**src/rtl/bb_pkg.sv**
```systemverilog
package bb_pkg;
  localparam logic [3:0] WIX_ID    = 4'd0;
  localparam logic [3:0] WIX_CMD   = 4'd1;
  localparam logic [3:0] WIX_LDATA = 4'd2;
  localparam logic [3:0] WIX_UDATA = 4'd3;
  localparam logic [3:0] WIX_IEN   = 4'd4;
  localparam logic [3:0] WIX_IFLG  = 4'd5;

  localparam int CMD_BUSY_BIT = 31;
  localparam int CMD_DIR_BIT  = 24;
  localparam int CMD_LBE_LSB  = 16;
  localparam int CMD_UBE_LSB  = 20;
  localparam int LANES        = 4;
  localparam int IRQ_BITS     = 2;
endpackage

```
**src/rtl/bb_lane_pick.sv**
```systemverilog
module bb_lane_pick #(
  parameter int NLANE = 4,
  localparam int IW = (NLANE > 1) ? $clog2(NLANE) : 1
) (
  input  logic [NLANE-1:0] lane_en,
  output logic [NLANE-1:0] lane_sel,
  output logic [IW-1:0]    lane_idx,
  output logic             lane_any
);
  logic [NLANE:0] seen;

  assign seen[0] = 1'b0;

  genvar gi;
  generate
    for (gi = 0; gi < NLANE; gi++) begin : g_lane
      assign seen[gi+1]   = seen[gi] | lane_en[gi];
      assign lane_sel[gi] = lane_en[gi] & ~seen[gi];
    end
  endgenerate

  assign lane_any = seen[NLANE];

  always_comb begin
    lane_idx = '0;
    for (int i = NLANE - 1; i >= 0; i--) begin
      if (lane_en[i]) lane_idx = IW'(i);
    end
  end
endmodule

```
**src/rtl/bb_xfer_seq.sv**
```systemverilog
module bb_xfer_seq #(
  parameter int LATENCY = 6,
  localparam int CW = $clog2(LATENCY + 1)
) (
  input  logic clk,
  input  logic rst_n,
  input  logic start,
  output logic busy,
  output logic strobe
);
  logic          busy_q, busy_d;
  logic [CW-1:0] cnt_q, cnt_d;
  logic          cnt_en;

  always_comb begin
    busy_d = busy_q;
    cnt_d  = cnt_q;
    cnt_en = start | busy_q;
    if (start && !busy_q) begin
      busy_d = 1'b1;
      cnt_d  = CW'(LATENCY - 1);
    end else if (busy_q) begin
      if (cnt_q == '0) busy_d = 1'b0;
      else             cnt_d  = cnt_q - 1'b1;
    end
  end

  always_ff @(posedge clk or negedge rst_n) begin
    if (!rst_n) begin
      busy_q <= 1'b0;
      cnt_q  <= '0;
    end else if (cnt_en) begin
      busy_q <= busy_d;
      cnt_q  <= cnt_d;
    end
  end

  assign busy   = busy_q;
  assign strobe = busy_q && (cnt_q == '0);

  a_r6_no_start_while_busy: assert property (@(posedge clk) disable iff (!rst_n)
    busy_q |-> !start);
  a_r5_fall_after_strobe: assert property (@(posedge clk) disable iff (!rst_n)
    $fell(busy_q) |-> $past(strobe));
endmodule

```
**src/rtl/bb_irq_regs.sv**
```systemverilog
module bb_irq_regs #(
  parameter int NB = 2
) (
  input  logic          clk,
  input  logic          rst_n,
  input  logic          en_we,
  input  logic          flg_we,
  input  logic [NB-1:0] wbits,
  input  logic [NB-1:0] set_vec,
  output logic [NB-1:0] en_q,
  output logic [NB-1:0] flg_q,
  output logic          irq
);
  logic [NB-1:0] en_d, flg_d;
  logic          flg_ce;

  always_comb begin
    en_d   = en_we ? wbits : en_q;
    flg_ce = flg_we | (|set_vec);
    flg_d  = flg_q;
    if (flg_we) flg_d = flg_d & ~wbits;
    flg_d  = flg_d | set_vec;
  end

  always_ff @(posedge clk or negedge rst_n) begin
    if (!rst_n) begin
      en_q  <= '0;
      flg_q <= '0;
    end else begin
      if (en_we)  en_q  <= en_d;
      if (flg_ce) flg_q <= flg_d;
    end
  end

  assign irq = |(flg_q & en_q);

  a_r9_set_wins: assert property (@(posedge clk) disable iff (!rst_n)
    $past(set_vec[NB-1]) |-> flg_q[NB-1]);
  a_r9_flag_sticky: assert property (@(posedge clk) disable iff (!rst_n)
    ($past(flg_q[0]) && !$past(flg_we)) |-> flg_q[0]);
endmodule

```
**src/rtl/bb_bridge.sv**
```systemverilog
module bb_bridge
  import bb_pkg::*;
#(
  parameter int          SB_AW    = 8,
  parameter int          LATENCY  = 6,
  parameter logic [31:0] ID_VALUE = 32'h5B1D_0A01
) (
  input  logic             clk,
  input  logic             rst_n,
  input  logic             host_we,
  input  logic [5:0]       host_addr,
  input  logic [31:0]      host_wdata,
  output logic [31:0]      host_rdata,
  output logic             sb_sel,
  output logic             sb_we,
  output logic [SB_AW-1:0] sb_addr,
  output logic [7:0]       sb_wdata,
  output logic             sb_strobe,
  input  logic [7:0]       sb_rdata,
  input  logic             sub_irq,
  output logic             irq
);
  localparam int LIW = $clog2(LANES);

  logic [3:0]       widx;
  logic             busy;
  logic             dir_q, dir_d;
  logic [LANES-1:0] lbe_q, lbe_d, ube_q, ube_d;
  logic [SB_AW-1:0] tadr_q, tadr_d;
  logic [31:0]      ldat_q, ldat_d, udat_q, udat_d;
  logic             cmd_ce, ldat_ce, udat_ce;
  logic             wr_cmd, wr_ldat, wr_udat, wr_ien, wr_iflg;
  logic             start;
  logic [LANES-1:0] lane_sel;
  logic [LIW-1:0]   lane_idx;
  logic             lane_any;
  logic [31:0]      rd_fill;
  logic [IRQ_BITS-1:0] ien_q, iflg_q, irq_set;
  logic             done;

  assign widx    = host_addr[5:2];
  assign wr_cmd  = host_we && widx == WIX_CMD   && !busy;
  assign wr_ldat = host_we && widx == WIX_LDATA && !busy;
  assign wr_udat = host_we && widx == WIX_UDATA && !busy;
  assign wr_ien  = host_we && widx == WIX_IEN;
  assign wr_iflg = host_we && widx == WIX_IFLG;

  bb_lane_pick #(.NLANE(LANES)) u_pick (
    .lane_en  (lbe_q),
    .lane_sel (lane_sel),
    .lane_idx (lane_idx),
    .lane_any (lane_any)
  );

  // launch: read on command write, write on low-data write
  assign start = (wr_cmd && host_wdata[CMD_DIR_BIT]
                  && |host_wdata[CMD_LBE_LSB +: LANES])
               || (wr_ldat && !dir_q && lane_any);

  bb_xfer_seq #(.LATENCY(LATENCY)) u_seq (
    .clk    (clk),
    .rst_n  (rst_n),
    .start  (start),
    .busy   (busy),
    .strobe (sb_strobe)
  );

  assign done = sb_strobe;

  genvar gl;
  generate
    for (gl = 0; gl < LANES; gl++) begin : g_fill
      assign rd_fill[8*gl +: 8] = lane_sel[gl] ? sb_rdata : 8'h00;
    end
  endgenerate

  always_comb begin
    dir_d   = dir_q;
    lbe_d   = lbe_q;
    ube_d   = ube_q;
    tadr_d  = tadr_q;
    ldat_d  = ldat_q;
    udat_d  = udat_q;
    cmd_ce  = wr_cmd;
    ldat_ce = wr_ldat | (done & dir_q);
    udat_ce = wr_udat;
    if (wr_cmd) begin
      dir_d  = host_wdata[CMD_DIR_BIT];
      lbe_d  = host_wdata[CMD_LBE_LSB +: LANES];
      ube_d  = host_wdata[CMD_UBE_LSB +: LANES];
      tadr_d = host_wdata[SB_AW-1:0];
    end
    if (wr_ldat)            ldat_d = host_wdata;
    else if (done && dir_q) ldat_d = rd_fill;
    if (wr_udat)            udat_d = host_wdata;
  end

  always_ff @(posedge clk or negedge rst_n) begin
    if (!rst_n) begin
      dir_q  <= 1'b0;
      lbe_q  <= '0;
      ube_q  <= '0;
      tadr_q <= '0;
    end else if (cmd_ce) begin
      dir_q  <= dir_d;
      lbe_q  <= lbe_d;
      ube_q  <= ube_d;
      tadr_q <= tadr_d;
    end
  end

  always_ff @(posedge clk or negedge rst_n) begin
    if (!rst_n) ldat_q <= '0;
    else if (ldat_ce) ldat_q <= ldat_d;
  end

  always_ff @(posedge clk or negedge rst_n) begin
    if (!rst_n) udat_q <= '0;
    else if (udat_ce) udat_q <= udat_d;
  end

  assign irq_set = {sub_irq, done};

  bb_irq_regs #(.NB(IRQ_BITS)) u_irq (
    .clk     (clk),
    .rst_n   (rst_n),
    .en_we   (wr_ien),
    .flg_we  (wr_iflg),
    .wbits   (host_wdata[IRQ_BITS-1:0]),
    .set_vec (irq_set),
    .en_q    (ien_q),
    .flg_q   (iflg_q),
    .irq     (irq)
  );

  assign sb_sel   = busy;
  assign sb_we    = !dir_q;
  assign sb_addr  = tadr_q;
  assign sb_wdata = ldat_q[8*lane_idx +: 8];

  always_comb begin
    host_rdata = '0;
    case (widx)
      WIX_ID:    host_rdata = ID_VALUE;
      WIX_CMD: begin
        host_rdata[CMD_BUSY_BIT]                = busy;
        host_rdata[CMD_DIR_BIT]                 = dir_q;
        host_rdata[CMD_UBE_LSB +: LANES]        = ube_q;
        host_rdata[CMD_LBE_LSB +: LANES]        = lbe_q;
        host_rdata[SB_AW-1:0]                   = tadr_q;
      end
      WIX_LDATA: host_rdata = ldat_q;
      WIX_UDATA: host_rdata = udat_q;
      WIX_IEN:   host_rdata[IRQ_BITS-1:0] = ien_q;
      WIX_IFLG:  host_rdata[IRQ_BITS-1:0] = iflg_q;
      default:   host_rdata = '0;
    endcase
  end

  a_r6_cmd_frozen: assert property (@(posedge clk) disable iff (!rst_n)
    (busy && $past(busy)) |-> ($stable(tadr_q) && $stable(dir_q) && $stable(lbe_q)));
  a_r3_wdata_frozen: assert property (@(posedge clk) disable iff (!rst_n)
    (busy && $past(busy)) |-> $stable(sb_wdata));
  a_r7_launch_needs_lane: assert property (@(posedge clk) disable iff (!rst_n)
    $rose(busy) |-> lane_any);
  a_r9_done_sets_flag: assert property (@(posedge clk) disable iff (!rst_n)
    $fell(busy) |-> iflg_q[0]);
  a_r5_strobe_in_cycle: assert property (@(posedge clk) disable iff (!rst_n)
    sb_strobe |-> sb_sel);
endmodule

```
**config.mk**
```make
export PLATFORM = sky130hd
export DESIGN_NAME = bb_bridge
export DESIGN_NICKNAME = d
export VERILOG_FILES = /design/src/rtl/bb_pkg.sv /design/src/rtl/bb_lane_pick.sv /design/src/rtl/bb_xfer_seq.sv /design/src/rtl/bb_irq_regs.sv /design/src/rtl/bb_bridge.sv
export SDC_FILE = /design/constraint.sdc
export NUM_CORES = 1
export LEC_CHECK = 0
export CORE_MARGIN = 2
export CORE_UTILIZATION = 40
export CTS_CLUSTER_DIAMETER = 50
export DETAILED_ROUTE_END_ITERATION = 8
export MAX_ROUTING_LAYER = met4
export PLACE_DENSITY = 0.63
export SYNTH_ARGS = -nofsm -noshare
export SYNTH_HDL_FRONTEND = slang
export SYNTH_SLANG_ARGS = --single-unit
```
**constraint.sdc**
```tcl
create_clock -name clk -period 5.2 [get_ports clk]
set_input_delay 0.78 -clock clk [delete_from_list [all_inputs] [get_ports clk]]
set_output_delay 0.78 -clock clk [all_outputs]
set_load 0.005 [all_outputs]
```
==> reports/metrics.yaml, run 1 <==
result_of_the_run: "finished, final reports clean"
port_buffers: 99
period_share_pct: 77.7
clk_pin_slew_worst_paths_ps: 60
groute.layer.met1.usage_pct: 30.4
worstReg2RegEnd: "ldat_q[14]"
timing.critical_path.required_ps: 4420
num_rows: 39
synth_top_area_share_pct: 47.2
setup_tns_ps: 0
grt.overflow.total: 0
ff2ff_setup_slack_ps: 2800
ant_nets: 0
placed_cells_incl_taps: 676
area_growth_pct: 28.5
worst-endpoint-arrival_ps: 3260
synth_largest_area_cell: "dfrtp_1"
routedWlPerCell_um: 19.8
first_global_vias: 3954
critical_path.max_fanout: 31
layout-drive-gt1-share_pct: 18.6
nNetsFinal: 596
synth.ff_latch_count: 89
max-slew-margin-rel_pct: 19.2
antenna_violations_before_repair: 0
drt_wl_total_um: 13700
maxCapViolations: 0
cts_max_path_buffers: 2
num_vias: 4017
timing.clock.skew_ps: 3.99
placeableCoreArea_um2: 11500
met2_resource_use_gr_pct: 35.1
htreeDepth: 3
drt_first_iter_violations: 318
clk_latency_ps: 340
reg_to_reg_critical_path_startpoint: "u_seq.busy"
synth_enable_flop_cells: 0
cts_hold_repair.buffers: 0
cts_buffers: 9
final.fill_count: 1036
dpl-instance-area_um2: 5790
setup_violating_endpoint_count_in_the_final_report: 0
finalCriticalPeriod_ps: 4040
busiest_layer: "met2"
grt_start_max_net_pins: 53
first_pass_grt_wire_length_um: 21600
ys_async_sr_fraction_pct: 100
die-area_um2: 12700
seqPwrFrac_pct: 42.7
p_int_mw: 1.98
totalPowerFinal_mw: 2.93
slew_viol_final: 0
place_hpwl_um: 9320
postCtsSetupBuffers: 0
dieWidth_um: 113
drc: 0
yosysUniqueCellTypes: 43
netSwitchingFraction_pct: 32.5
critPathCaptureType: "primary output"
final_cell_count_no_fill: 692
drt_pre_antenna_iters: 5
netlist_top_cells_area: "dfrtp_1, mux2_2, nor2_1"
cts_resized: 0
max_slew.worst_pin.slew_ps: 1210
ir_drop_v: 0.000199
hold_violations: 0
tritoncts: "done"
die_h_um: 113
start_kind: "primary input"
timing_worst_setup_path_type: "primary input to primary output"
p_leak_nw: 2.60
initial_core_util_pct: 41.2
pwr_density_cell_nw_per_um2: 483
timing.reg2reg.worst_path_depth: 5
fmax_mhz: 248
power.share.clock_pct: 20.9
syn_inst: 460
synth.avg_cell_area_um2: 10.3
postSynth.topFlopCell: "dfrtp_1"
p_switching_mw: 0.952
grt_util_all_layers_pct: 22.6
synth_seq_area_share_pct: 47.2
clock-sinks: 89
timing.hold.worst.class: "primary input to async pin"
cts_root_buffer: "clkbuf_16"
routing_usage_on_met3_pct: 2.59
num_antenna_cells: 0
ys.warnings.count: 0
gp_congestion: 0.872
boundaryPins: 102
grt_setup_unrepaired: "false"
mappedNetlistArea_um2: 4720
net_count_after_synthesis: 512
detail_route.vias_per_cell: 5.80
share_comb_of_total_power_pct: 36.4
stdcell_area_um2: 6070
[worst max-delay path by stage]
| stage | startpoint | endpoint | cells after the start |
|---|---|---|---|
| finish | host_addr[3] | host_rdata[3] | 7 |
| global placement | host_addr[3] | host_rdata[5] | 7 |
| floorplan | host_addr[4] | host_rdata[11] | 5 |
| CTS | host_addr[3] | host_rdata[5] | 7 |
| global route | host_addr[3] | host_rdata[4] | 7 |
| detailed placement | host_addr[3] | host_rdata[6] | 7 |
[through the flow]
step / setup WS (ps) / utilization [%] / hold WS [ps]
final: 1160 / 52.9 / 398
after global routing: 1000 / 52.9 / 431
after CTS: 1140 / 52.9 / 419
after detailed placement: 1150 / 50.5 / 489
after global placement: 1100 / 50.5 / 477
after floorplan: 2670 / - / 463
[per-layer routing]
layer  share of wire (%)  vias up
met3                 5.1       21
li1                    -     1827
met1                  45     2019
met4                 2.2        0
met5                   0        -
met2                  47      150
[synth_stat cells, drive strengths merged, types with 2 or more instances]
master,number
nor4,2
nand3b,2
a221oi,2
o21ai,3
clkbuf,14
mux2,62
inv,12
mux4,8
nor4b,2
nand3,35
a31oi,32
nor2b,3
a21o,2
nor3,6
dfrtp,89
buf,20
nor2,64
nand2,41
a21oi,18
nor3b,2
a22oi,11
ha,2
o32ai,2
mux2i,15
[critical path, stage by stage]
cell	delay [ps]
clkdlybuf4s50_1	390
buf_4	240
nor2b_1	770
buf_4	320
a22oi_1	110
nor2_1	110
clkdlybuf4s50_1	510
[cell families after synthesis]
logic type | after synthesis | synth area share, %
compound gates | 77 | 10.7
fa+ha+maj | 2 | 0.530
buf+inv | 46 | 4.21
flops | 89 | 47.2
mux | 85 | 21.8
simple gates | 161 | 15.6
[layout make-up]
class | instances | area (µm²) | area share (%)
clock buffers | 13 | 260 | 4.29
clock inverters | 3 | 15.0 | 0.247
inverters | 12 | 45.0 | 0.742
multi-input cells | 325 | 2300 | 37.9
flip-flops and latches | 89 | 2230 | 36.7
well taps | 143 | 179 | 2.95
repair buffers | 107 | 1040 | 17.2
[state kept, by name, summed over array words and instances, names as in the netlist]
name / flops
ldat_q: 32
udat_q: 32
sb_addr: 8
lbe_q: 4
ube_q: 4
u_seq.cnt_q: 3
u_irq.en_q: 2
u_irq.flg_q: 2
dir_q: 1
u_seq.busy: 1
[placed cells by master, fill, tap and decap left out, drive strengths merged, types with 2 or more instances in the layout]
cell	Yosys	routed
clkdlybuf4s50	0	97
dfrtp	89	89
nor2	64	64
mux2	62	62
nand2	41	41
nand3	35	35
a31oi	32	32
a21oi	18	18
mux2i	15	15
clkbuf	14	13
inv	12	12
a22oi	11	11
buf	20	10
mux4	8	8
nor3	6	6
nor2b	3	3
o21ai	3	3
clkinv	0	3
a221oi	2	2
nand3b	2	2
nor3b	2	2
a21o	2	2
nor4	2	2
ha	2	2
o32ai	2	2
nor4b	2	2
[power groups by stage]
stage                     combinational (mW)  sequential [mW]  clock [mW]
after floorplan                        0.687             1.14           0
after global placement                  1.05             1.23           0
after detailed placement                1.07             1.25           0
after CTS                               1.08             1.24       0.618
after global routing                    1.16             1.29       0.648
final                                   1.07             1.25       0.612
Power figures use the tool's default switching activity.
==> inputs of run 2 (changes only) <==
==> constraint.sdc (replaced) <==
create_clock -name clk -period 3.8 [get_ports clk]
set_input_delay 0.57 -clock clk [delete_from_list [all_inputs] [get_ports clk]]
set_output_delay 0.57 -clock clk [all_outputs]
set_load 0.005 [all_outputs]
==> run 2 against run 1 <==
First-iteration DRC count is 17% lower. Sequential power rose by 36%. Largest cell class unchanged. Count of clock-buffer cells in the layout decreased by 2. Critical path type is now register to primary output. Largest power group unchanged. Final area increased by 1.3%.
==> reports/metrics.yaml, run 2 (synthesized netlist as in run 1, its figures left out) <==
result_of_the_run: "finished, final reports clean"
stdcell_area_um2: 6140
port_buffers: 99
ant_nets: 0
gp_congestion: 0.847
grt_util_all_layers_pct: 22.7
first_pass_grt_wire_length_um: 21800
cts_root_buffer: "clkbuf_16"
routedWlPerCell_um: 19.7
drt_wl_total_um: 13700
final_cell_count_no_fill: 698
timing.hold.worst.class: "primary input to async pin"
num_antenna_cells: 0
area_growth_pct: 30.1
detail_route.vias_per_cell: 5.72
timing_worst_setup_path_type: "register to primary output"
placeableCoreArea_um2: 11500
num_vias: 3994
cts_hold_repair.buffers: 0
die-area_um2: 12700
dpl-instance-area_um2: 5840
period_share_pct: 86.2
layout-drive-gt1-share_pct: 19.8
ir_drop_v: 0.000291
cts_buffers: 9
p_leak_nw: 2.64
start_kind: "register"
grt_setup_unrepaired: "false"
die_h_um: 113
drt_pre_antenna_iters: 5
grt.overflow.total: 0
pwr_density_cell_nw_per_um2: 665
critical_path.max_fanout: 16
boundaryPins: 102
htreeDepth: 3
initial_core_util_pct: 41.2
worst-endpoint-arrival_ps: 2700
timing.clock.skew_ps: 9.93
postCtsSetupBuffers: 0
dieWidth_um: 113
final.fill_count: 1051
max-slew-margin-rel_pct: 20.9
num_rows: 39
drt_first_iter_violations: 264
hold_violations: 0
slew_viol_final: 0
finalCriticalPeriod_ps: 3270
clk_pin_slew_worst_paths_ps: 70
cts_max_path_buffers: 2
place_hpwl_um: 9450
placed_cells_incl_taps: 682
max_slew.worst_pin.slew_ps: 1180
final_cell_mix: "clkdlybuf4s50_1, dfrtp_1, mux2_2, nor2_1, nand2_1"
cts_resized: 0
drc: 0
critPathCaptureType: "primary output"
clock-sinks: 89
grt_start_max_net_pins: 73
layout.cells.most_common: "clkdlybuf4s50_1"
first_global_vias: 3945
maxCapViolations: 0
antenna_violations_before_repair: 0
clk_latency_ps: 340
tritoncts: "done"
timing.critical_path.required_ps: 3230
setup_violating_endpoint_count_in_the_final_report: 0
nNetsFinal: 602
fmax_mhz: 305
setup_tns_ps: 0
-- run 2: report_power, final --
part / internal [mW] / switching, mW
registers: 1.36 / 0.346
clock network: 0.543 / 0.368
logic: 0.875 / 0.595
-- run 2: path summary, 6_finish.rpt --
check | slack, ps | endpoint | start | cells after the start
setup / recovery | 530 | sb_wdata[3] | lbe_q[0] | 3
hold / removal | 380 | sb_addr[6] | rst_n | 1
setup reg to reg | 1410 | ldat_q[10] | u_seq.busy | 5
hold reg to reg | 500 | udat_q[2] | udat_q[2] | 1
max in group asynchronous | 2570 | udat_q[10] | rst_n | 2
min in group clk | 500 | udat_q[2] | udat_q[2] | 1
-- run 2: critical path, cell delays in order, from the launching register on --
cell,delay [ps]
dfrtp_1,600
nor2_2,660
mux4_2,630
clkdlybuf4s50_1,480
-- run 2: metal layers --
layer  vias up  track usage (%)  wire length [µm]
li1       1842                -                 -
met2       152             34.6              6550
met5         -                -                 0
met1      1977             31.2              6120
met3        23             3.19               781
met4         0             7.89               290
-- run 2: metrics by stage --
stage / worst slack [ps] / hold WS, ps / power [mW] / util, %
after floorplan: 1690 / 274 / 2.50 / -
after global routing: 392 / 456 / 4.34 / 53.6
final: 525 / 376 / 4.09 / 53.6
after CTS: 513 / 421 / 4.10 / 53.6
after detailed placement: 574 / 489 / 3.19 / 50.9
after global placement: 560 / 481 / 3.12 / 50.9
-- run 2: layout make-up --
| cell class | instances | area [µm²] | area share, % |
|---|---|---|---|
| inverter | 12 | 45.0 | 0.733 |
| timing repair buffer | 113 | 1090 | 17.7 |
| tap | 143 | 179 | 2.91 |
| multi-input combinational | 325 | 2300 | 37.4 |
| sequential | 89 | 2230 | 36.2 |
| clock buffer | 11 | 253 | 4.11 |
| clock inverter | 5 | 53.8 | 0.876 |
==> inputs of run 3 (changes only) <==
--- a/config.mk
+++ b/config.mk
@@ -11,6 +11,7 @@
 export DETAILED_ROUTE_END_ITERATION = 8
 export MAX_ROUTING_LAYER = met4
 export PLACE_DENSITY = 0.63
+export SKIP_CTS_REPAIR_TIMING = 1
 export SYNTH_ARGS = -nofsm -noshare
 export SYNTH_HDL_FRONTEND = slang
 export SYNTH_SLANG_ARGS = --single-unit
==> constraint.sdc (replaced) <==
create_clock -name clk -period 4.02 [get_ports clk]
set_input_delay 0.603 -clock clk [delete_from_list [all_inputs] [get_ports clk]]
set_output_delay 0.603 -clock clk [all_outputs]
set_load 0.005 [all_outputs]
==> run 3 against run 2 <==
Global-route usage barely moved. Non-clock buffer count shrank 4. Core utilization barely moved. Count of clock-buffer cells in the layout is 2 lower. Final area is essentially flat. Clock power shrank 1%. Critical path type is now primary input to primary output. Largest power group unchanged.
==> reports/metrics.yaml, run 3 (synthesized netlist as in run 1, its figures left out) <==
busiest_layer: "met2"
max_stage_delay_ps: 620
fmax_mhz: 288
ant_nets: 0
critPathMostFrequentCell: "clkdlybuf4s50_1"
slew_viol_final: 0
met2_resource_use_gr_pct: 34.3
layout.cells.most_common: "clkdlybuf4s50_1"
fin_hold_ws_ps: 400
critPathCaptureType: "primary output"
timing.clock.skew_ps: 7.22
num_rows: 39
routedWlPerCell_um: 19.7
nNetsFinal: 598
port_buffers: 99
critical_path.max_fanout: 10
worst-endpoint-arrival_ps: 2870
result_of_the_run: "finished, final reports clean"
timing.critical_path.slowest_stage_cell: "clkdlybuf4s50_1"
pwr_density_cell_nw_per_um2: 635
drt_pre_antenna_iters: 5
final_cell_mix: "clkdlybuf4s50_1, dfrtp_1, mux2_2, nor2_1, nand2_1"
drc: 0
setup_violating_endpoint_count_in_the_final_report: 0
place_hpwl_um: 9330
routing_usage_on_met3_pct: 3.19
layout-drive-gt1-share_pct: 19.2
placeableCoreArea_um2: 11500
grt_util_all_layers_pct: 22.6
timing.hold.worst.class: "primary input to async pin"
critPathTopFamily: "buffers and inverters"
tritoncts: "done"
detail_route.vias_per_cell: 5.68
critical_path.cell_chain: "clkdlybuf4s50_1 -> nor2_1 -> nand2_1 -> o32ai_1 -> clkdlybuf4s50_1"
max_slew.worst_pin.slew_ps: 1170
boundaryPins: 102
timing.reg2reg.worst_path_depth: 5
p_leak_nw: 2.63
first_global_vias: 3903
ir_drop_v: 0.000277
groute.layer.met1.usage_pct: 31.5
finalCriticalPeriod_ps: 3480
antenna_violations_before_repair: 0
grt.overflow.total: 0
die_h_um: 113
cts_max_path_buffers: 2
clk_pin_slew_worst_paths_ps: 60
grt_start_max_net_pins: 72
max-slew-margin-rel_pct: 22.0
num_antenna_cells: 0
die-area_um2: 12700
htreeDepth: 3
grt_setup_unrepaired: "false"
num_vias: 3939
drt_first_iter_violations: 378
cts_buffers: 9
hold_violations: 0
timing_worst_setup_path_type: "primary input to primary output"
initial_core_util_pct: 41.2
period_share_pct: 86.5
drt_wl_total_um: 13700
maxCapViolations: 0
cts_root_buffer: "clkbuf_16"
timing.critical_path.required_ps: 3420
clock-sinks: 89
dieWidth_um: 113
path_depth: 5
start_kind: "primary input"
first_pass_grt_wire_length_um: 21700
clk_latency_ps: 350
gp_congestion: 0.870
setup_tns_ps: 0
area_growth_pct: 30.0
path_buf_inv: 2
run 3: metrics by stage:
step                      power, mW  cell area [µm²]  setup WS (ps)  utilization, %  cells
final                          3.90             6140            544            53.6    694
after global placement         2.96             5820            584            50.8    678
after floorplan                2.36             4720           1840               -    460
after CTS                      3.92             6140            602            53.6    694
after detailed placement       3.01             5820            607            50.8    678
after global routing           4.13             6140            420            53.6    694
run 3: worst paths after layout:
kind	startpoint	to	slack (ps)
max in group asynchronous	rst_n	ldat_q[31]	2790
hold reg to reg	u_seq.cnt_q[1]	u_seq.cnt_q[1]	500
hold / removal	rst_n	sb_addr[6]	400
setup reg to reg	u_seq.busy	ldat_q[23]	1610
setup / recovery	host_addr[4]	host_rdata[1]	540
min in group clk	u_seq.cnt_q[1]	u_seq.cnt_q[1]	500
run 3: layout make-up:
cell class                      instances  area, µm²
Tap cell                              143        179
Fill cell                            1051       5330
Timing Repair Buffer                  109       1070
Inverter                               12       45.0
Sequential cell                        89       2230
Clock inverter                          7       95.1
Multi-Input combinational cell        325       2300
Clock buffer                            9        225
run 3: worst register-to-register path: cells and delay by family (launching register included):
kind | cells | cell delay (ps)
and+or+nand+nor | 3 | 1280
DFF | 1 | 630
buffers and inverters | 1 | 240
AOI/OAI and AO/OA | 1 | 110
run 3: power breakdown:
part / total (mW) / leakage (nW) / switching [mW] / internal (mW)
Sequential: 1.61 / 1.06 / 0.329 / 1.28
Clock: 0.901 / 0.155 / 0.357 / 0.544
Combinational: 1.39 / 1.42 / 0.561 / 0.826
run 3: routing by layer:
layer	vias up	share of wire [%]
li1	1835	-
met1	1940	45
met2	148	48
met3	16	5.3
met4	0	1.6
met5	-	0
